**src/rtl/ide_win_pkg.sv**
```systemverilog
package ide_win_pkg;

  localparam int IDX_W = 8;

  localparam logic [IDX_W-1:0] IDX_DATA     = 8'h00;
  localparam logic [IDX_W-1:0] IDX_TF_LAST  = 8'h07;
  localparam logic [IDX_W-1:0] IDX_STAT     = 8'h08;
  localparam logic [IDX_W-1:0] IDX_STAT_ALT = 8'h16;
  localparam logic [IDX_W-1:0] IDX_TIMING   = 8'h20;
  localparam logic [IDX_W-1:0] IDX_IRQ      = 8'h30;

  localparam logic [3:0] PORT_STATUS = 4'h8;

  typedef struct packed {
    logic       fwd;
    logic [3:0] port;
  } route_t;

  // 1, 2 or 4 bytes
  function automatic logic size_legal(input logic [2:0] sz);
    return (sz == 3'd1) || (sz == 3'd2) || (sz == 3'd4);
  endfunction

  // data port accepts halfword and word only
  function automatic logic size_wide(input logic [2:0] sz);
    return (sz == 3'd2) || (sz == 3'd4);
  endfunction

  function automatic route_t route_of(input logic [IDX_W-1:0] idx,
                                      input logic [2:0] sz);
    route_t r;
    r.fwd  = 1'b0;
    r.port = 4'h0;
    if (idx == IDX_DATA) begin
      r.fwd  = size_wide(sz);
      r.port = 4'h0;
    end else if (idx <= IDX_TF_LAST) begin
      r.fwd  = size_legal(sz);
      r.port = idx[3:0];
    end else if ((idx == IDX_STAT) || (idx == IDX_STAT_ALT)) begin
      r.fwd  = size_legal(sz);
      r.port = PORT_STATUS;
    end
    return r;
  endfunction

endpackage

```
**src/rtl/ide_win_decode.sv**
```systemverilog
module ide_win_decode
  import ide_win_pkg::*;
#(
  parameter int AW = 16
) (
  input  logic [AW-1:0]    addr,
  input  logic [2:0]       size,
  output logic [IDX_W-1:0] idx,
  output route_t           route,
  output logic             hit_timing,
  output logic             hit_irq,
  output logic             sz_ok,
  output logic             sz_word
);
  localparam int IDX_LO = 4;
  localparam int IDX_HI = IDX_LO + IDX_W - 1;

  always_comb begin
    idx        = addr[IDX_HI:IDX_LO];
    route      = route_of(idx, size);
    sz_ok      = size_legal(size);
    sz_word    = (size == 3'd4);
    hit_timing = (idx == IDX_TIMING);
    hit_irq    = (idx == IDX_IRQ);
  end

endmodule

```
**src/rtl/ide_win_timing.sv**
```systemverilog
module ide_win_timing #(
  parameter int DW = 32
) (
  input  logic          clk,
  input  logic          rst_n,
  input  logic          we,
  input  logic [DW-1:0] d,
  output logic [DW-1:0] q
);
  always_ff @(posedge clk) begin
    if (!rst_n) q <= '0;
    else if (we) q <= d;
  end

  AST_TMG_HOLD: assert property (@(posedge clk) disable iff (!rst_n)
    !we |=> $stable(q));

endmodule

```
**src/rtl/ide_win_irq.sv**
```systemverilog
module ide_win_irq #(
  parameter int DW = 32
) (
  input  logic          clk,
  input  logic          rst_n,
  input  logic          dma_pulse,
  input  logic          disk_lvl,
  input  logic          clr_req,
  output logic [DW-1:0] value
);
  localparam int DMA_BIT  = DW - 1;
  localparam int DISK_BIT = DW - 2;

  logic dma_flag;

  // a new pulse beats a simultaneous clear
  always_ff @(posedge clk) begin
    if (!rst_n)         dma_flag <= 1'b0;
    else if (dma_pulse) dma_flag <= 1'b1;
    else if (clr_req)   dma_flag <= 1'b0;
  end

  always_comb begin
    value           = '0;
    value[DMA_BIT]  = dma_flag;
    value[DISK_BIT] = disk_lvl;
  end

  AST_DMA_SET: assert property (@(posedge clk) disable iff (!rst_n)
    dma_pulse |=> dma_flag);
  AST_DMA_HOLD: assert property (@(posedge clk) disable iff (!rst_n)
    (dma_flag && !clr_req) |=> dma_flag);
  AST_DMA_CLR: assert property (@(posedge clk) disable iff (!rst_n)
    (clr_req && !dma_pulse) |=> !dma_flag);

endmodule

```
**src/rtl/ide_mmio_window.sv**
```systemverilog
module ide_mmio_window
  import ide_win_pkg::*;
#(
  parameter int AW = 16,
  parameter int DW = 32
) (
  input  logic          clk,
  input  logic          rst_n,
  input  logic          bus_valid,
  input  logic          bus_write,
  input  logic [AW-1:0] bus_addr,
  input  logic [2:0]    bus_size,
  input  logic [DW-1:0] bus_wdata,
  output logic [DW-1:0] bus_rdata,
  output logic [3:0]    ide_addr,
  output logic          ide_rd,
  output logic          ide_wr,
  output logic [DW-1:0] ide_wdata,
  input  logic [DW-1:0] ide_rdata,
  input  logic          dma_irq,
  input  logic          disk_irq
);
  localparam int CLR_BIT = DW - 1;

  logic [IDX_W-1:0] idx;
  route_t           route;
  logic             hit_timing, hit_irq, sz_ok, sz_word;
  logic             acc_rd, acc_wr;
  logic             timing_we, irq_clr;
  logic [DW-1:0]    timing_q, irq_word;

  ide_win_decode #(.AW(AW)) u_dec (
    .addr       (bus_addr),
    .size       (bus_size),
    .idx        (idx),
    .route      (route),
    .hit_timing (hit_timing),
    .hit_irq    (hit_irq),
    .sz_ok      (sz_ok),
    .sz_word    (sz_word)
  );

  assign acc_rd    = bus_valid && !bus_write;
  assign acc_wr    = bus_valid && bus_write;
  assign timing_we = acc_wr && hit_timing && sz_word;
  assign irq_clr   = acc_wr && hit_irq && sz_word && bus_wdata[CLR_BIT];

  ide_win_timing #(.DW(DW)) u_tmg (
    .clk   (clk),
    .rst_n (rst_n),
    .we    (timing_we),
    .d     (bus_wdata),
    .q     (timing_q)
  );

  ide_win_irq #(.DW(DW)) u_irq (
    .clk       (clk),
    .rst_n     (rst_n),
    .dma_pulse (dma_irq),
    .disk_lvl  (disk_irq),
    .clr_req   (irq_clr),
    .value     (irq_word)
  );

  assign ide_addr  = route.port;
  assign ide_rd    = acc_rd && route.fwd;
  assign ide_wr    = acc_wr && route.fwd;
  assign ide_wdata = bus_wdata;

  always_comb begin
    if (route.fwd)                bus_rdata = ide_rdata;
    else if (hit_timing && sz_ok) bus_rdata = timing_q;
    else if (hit_irq && sz_ok)    bus_rdata = irq_word;
    else                          bus_rdata = '1;
  end

  AST_STROBE_EXCL: assert property (@(posedge clk) disable iff (!rst_n)
    !(ide_rd && ide_wr));
  AST_STROBE_REQ: assert property (@(posedge clk) disable iff (!rst_n)
    (ide_rd || ide_wr) |-> bus_valid);
  AST_DATA_SIZE: assert property (@(posedge clk) disable iff (!rst_n)
    ((ide_rd || ide_wr) && ide_addr == 4'h0) |-> (bus_size == 3'd2 || bus_size == 3'd4));
  AST_STATUS_ALIAS: assert property (@(posedge clk) disable iff (!rst_n)
    ((ide_rd || ide_wr) && ide_addr == PORT_STATUS) |->
      (bus_addr[11:4] == IDX_STAT || bus_addr[11:4] == IDX_STAT_ALT));
  AST_SIZE_GATE: assert property (@(posedge clk) disable iff (!rst_n)
    (ide_rd || ide_wr) |-> (bus_size == 3'd1 || bus_size == 3'd2 || bus_size == 3'd4));

endmodule

```
**config.mk**
```make
export PLATFORM = sky130hd
export DESIGN_NAME = ide_mmio_window
export DESIGN_NICKNAME = d
export VERILOG_FILES = /design/src/rtl/ide_win_pkg.sv /design/src/rtl/ide_win_decode.sv /design/src/rtl/ide_win_timing.sv /design/src/rtl/ide_win_irq.sv /design/src/rtl/ide_mmio_window.sv
export SDC_FILE = /design/constraint.sdc
export NUM_CORES = 1
export LEC_CHECK = 0
export BUFFER_PORTS_ARGS = -buffer_cell sky130_fd_sc_hd__buf_2
export CAP_MARGIN = 15
export CELL_PAD_IN_SITES_DETAIL_PLACEMENT = 1
export CELL_PAD_IN_SITES_GLOBAL_PLACEMENT = 1
export CORE_ASPECT_RATIO = 0.9
export CORE_MARGIN = 8
export CORE_UTILIZATION = 33
export DETAILED_ROUTE_END_ITERATION = 10
export PLACE_DENSITY_LB_ADDON = 0.1
export SLEW_MARGIN = 20
export SYNTH_ARGS = -nofsm -noshare
export SYNTH_HDL_FRONTEND = slang
export SYNTH_SLANG_ARGS = --single-unit
```
**constraint.sdc**
```tcl
create_clock -name clk -period 2.5 [get_ports clk]
set_input_delay 0.125 -clock clk [delete_from_list [all_inputs] [get_ports clk]]
set_output_delay 0.125 -clock clk [all_outputs]
set_load 0.02 [all_outputs]
```
==> impl_metrics.csv <==
group,metric,value,unit
outcome,run_status,"completed",
clock_network,ctsHoldBuffers,0,
synth,yosys.area.top_type,"dfxtp_1",
drt,wl_per_cell,17.1,um
die,num_rows,32,
clock_network,cts_root_buffer,"clkbuf_8",
final_layout,area_growth,22.8,%
pwr,power.share.switching,30.7,%
drt,drt-initial-drc-count,173,
synth,yosys.cell_types.count,43,
global_route,grt_max_degree,38,
timing,tightest_slew,610,ps
drt,drc,0,
die,die-width,115,um
drt,vias,3199,
global_route,grt.overflow.total,0,
synth,synth_edf_count,0,
die,start_util,33.8,%
global_route,grt_pass1_vias,3298,
pwr,vdd_drop_max,238,uV
setup_path,criticalPathCategory,"input pin to output pin",
timing,slew_headroom,58.3,%
timing,fin_setup_tns,0,ps
timing,period_minus_slack,1940,ps
synth,synth.top_cell.area_share,22.8,%
clock_network,cts_resized,0,
run,drv_cap,0,
pwr,p_int,0.000853,W
die,ios,159,
drt,drt_wl_total,10600,um
timing,layout_setup_ws,557,ps
place,numPortBuffers,150,
synth,avgSynthCellArea,7.16,um^2
pwr,pwr_density_cell,346,nW/um^2
pwr,pwr-share-comb,24.1,%
pwr,seqPwrFrac,42.8,%
synth,synthMostInstantiatedCell,"nor3_1",
pwr,p_switching,0.000378,W
drt,ant_nets,0,
setup_path,arrival,1820,ps
worst_hold_path,hp-class,"input pin to flip-flop",
timing,fin_skew,0,ps
clock_network,clock-sinks,33,
setup_path,cp-start-kind,"input pin",
clock_network,cts_tree,"built",
final_layout,fin_nets,592,
timing,hold_violations,0,
die,die_height,105,um
global_route,grt_pass1_wl,16800,um
place,place.gp.congestion,0.831,
clock_network,clock_latency,280,ps
setup_path,crit_path_end_kind,"output pin",
synth,ys_ff_latch,33,
die,core_region_area,8570,um^2
clock_network,path_clk_slew,70,ps
pwr,p_leak,1.34,nW
synth,synthTopCellsByArea,"dfxtp_1, nor3_1, buf_4, a21boi_1, nor2b_1",
final_layout,n_antenna_cell,0,
timing,rsz0062_at_grt,"no",
clock_network,htree_levels,2,
setup_path,cp_max_fo,23,
synth,ys.flop_type,"dfxtp_1",
synth,synth-seq-area-share,22.8,%
timing,report.final.slew_viol_count,0,
final_layout,drive_above_1_share,36.8,%
die,dieArea,12000,um^2
synth,syn_area,2900,um^2
clock_network,clock_path_buffers,2,
synth,synth_commonest_cells,"nor3_1, buf_4, nand3_1, nor2_1, dfxtp_1",
drt,vias_per_cell,5.14,
synth,async_reset_ff_share,0,%
pwr,clkPwrFrac,33.0,%
global_route,antenna_found_initial,0,
clock_network,post_cts_buffers,0,
synth,synth_cells,405,
place,dp_hpwl,8330,um
synth,yosys_warnings,0,
drt,first_pass_iters,4,
synth,synthesis.nets,494,
global_route,grt_usage,16.8,%
clock_network,cts_buffers,5,
place,dpl_worst_slack,617,ps
timing,timing.fmax,515,MHz
timing,setup_violations,0,
timing,finalCritPeriodShare,77.7,%
setup_path,critPathRequiredTime,2380,ps
[area by class of cell]
| class | instances | area [um^2] |
|---|---|---|
| repair buffers | 163 | 861 |
| well taps | 119 | 149 |
| flip-flops and latches | 33 | 661 |
| clock buffers | 6 | 82.6 |
| multi-input cells | 298 | 1790 |
| inverters | 2 | 7.51 |
| clock inverters | 1 | 7.51 |
| fillers | 1158 | 5010 |
[routing by layer]
metal | global-route usage (%) | routed length, um | vias to the layer above
li1 | - | - | 1623
met1 | 22.8 | 5300 | 1476
met2 | 26.6 | 4600 | 91
met3 | 3.45 | 594 | 9
met4 | 3.37 | 119 | 0
met5 | 0 | 0 | -
[critical path, stage by stage]
cell and delay [ps]:
buf_2 140, nor4_1 430, nand2_1 350, buf_4 320, nor3_1 200, a211oi_2 60, buf_2 180
[cell usage in the layout, fill, tap and decap left out, types with 2 or more instances in the layout]
cell type,instances
nor3_1,65
and4bb_1,2
buf_4,12
a211oi_1,26
a211oi_2,5
dfxtp_1,33
a21boi_0,2
nor3b_2,2
clkbuf_8,6
o21ai_0,32
buf_2,150
and3_1,3
nor2_1,35
nand3_1,36
inv_1,2
a21oi_1,2
a21boi_1,30
nor2b_1,32
nand2_1,3
[stage by stage]
step / total power [W] / hold slack, ps / area, um^2 / std cells / utilization [%]
2_1_floorplan: 0.000728 / 276 / 2900 / 405 / -
3_3_place_gp: 0.000834 / 394 / 3470 / 615 / 40.5
3_5_place_dp: 0.000839 / 398 / 3470 / 615 / 40.5
4_1_cts: 0.00125 / 95.8 / 3560 / 622 / 41.6
5_1_grt: 0.00129 / 100 / 3560 / 622 / 41.6
6_report: 0.00123 / 95.2 / 3560 / 622 / 41.6
[state kept, by name (all words and copies together) (netlist names)]
| name | flops |
|---|---|
| u_tmg.q | 32 |
| u_irq.dma_flag | 1 |
[power by group through the flow]
stage                     logic [W]  registers (W)  clock network, W
after floorplan            0.000189       0.000539                 0
after CTS                  0.000302       0.000527          0.000420
final                      0.000297       0.000528          0.000407
after global placement     0.000295       0.000539                 0
after detailed placement   0.000300       0.000539                 0
after global routing       0.000322       0.000527          0.000445
[logic make-up (layout without fill, tap and decap cells)]
logic type / Yosys count / in the layout / synth area share (%)
AND/OR/NAND/NOR: 191 / 191 / 35.7
AO/OA/AOI/OAI: 105 / 105 / 25.5
XOR/XNOR: 1 / 1 / 0.302
buffers and inverters: 74 / 172 / 15.4
flip-flops: 33 / 33 / 22.8
multiplexers: 1 / 1 / 0.345
[path summary, 6_finish.rpt]
kind	cells after the start	endpoint	slack, ps	start
worst min-delay path	3	u_tmg.q[2]	100	bus_wdata[2]
worst min register to register	2	u_tmg.q[22]	480	u_tmg.q[22]
worst max register to register	1	u_irq.dma_flag	1780	u_irq.dma_flag
worst max-delay path	7	bus_rdata[15]	560	bus_addr[5]
(Power assumes the default switching activity.)
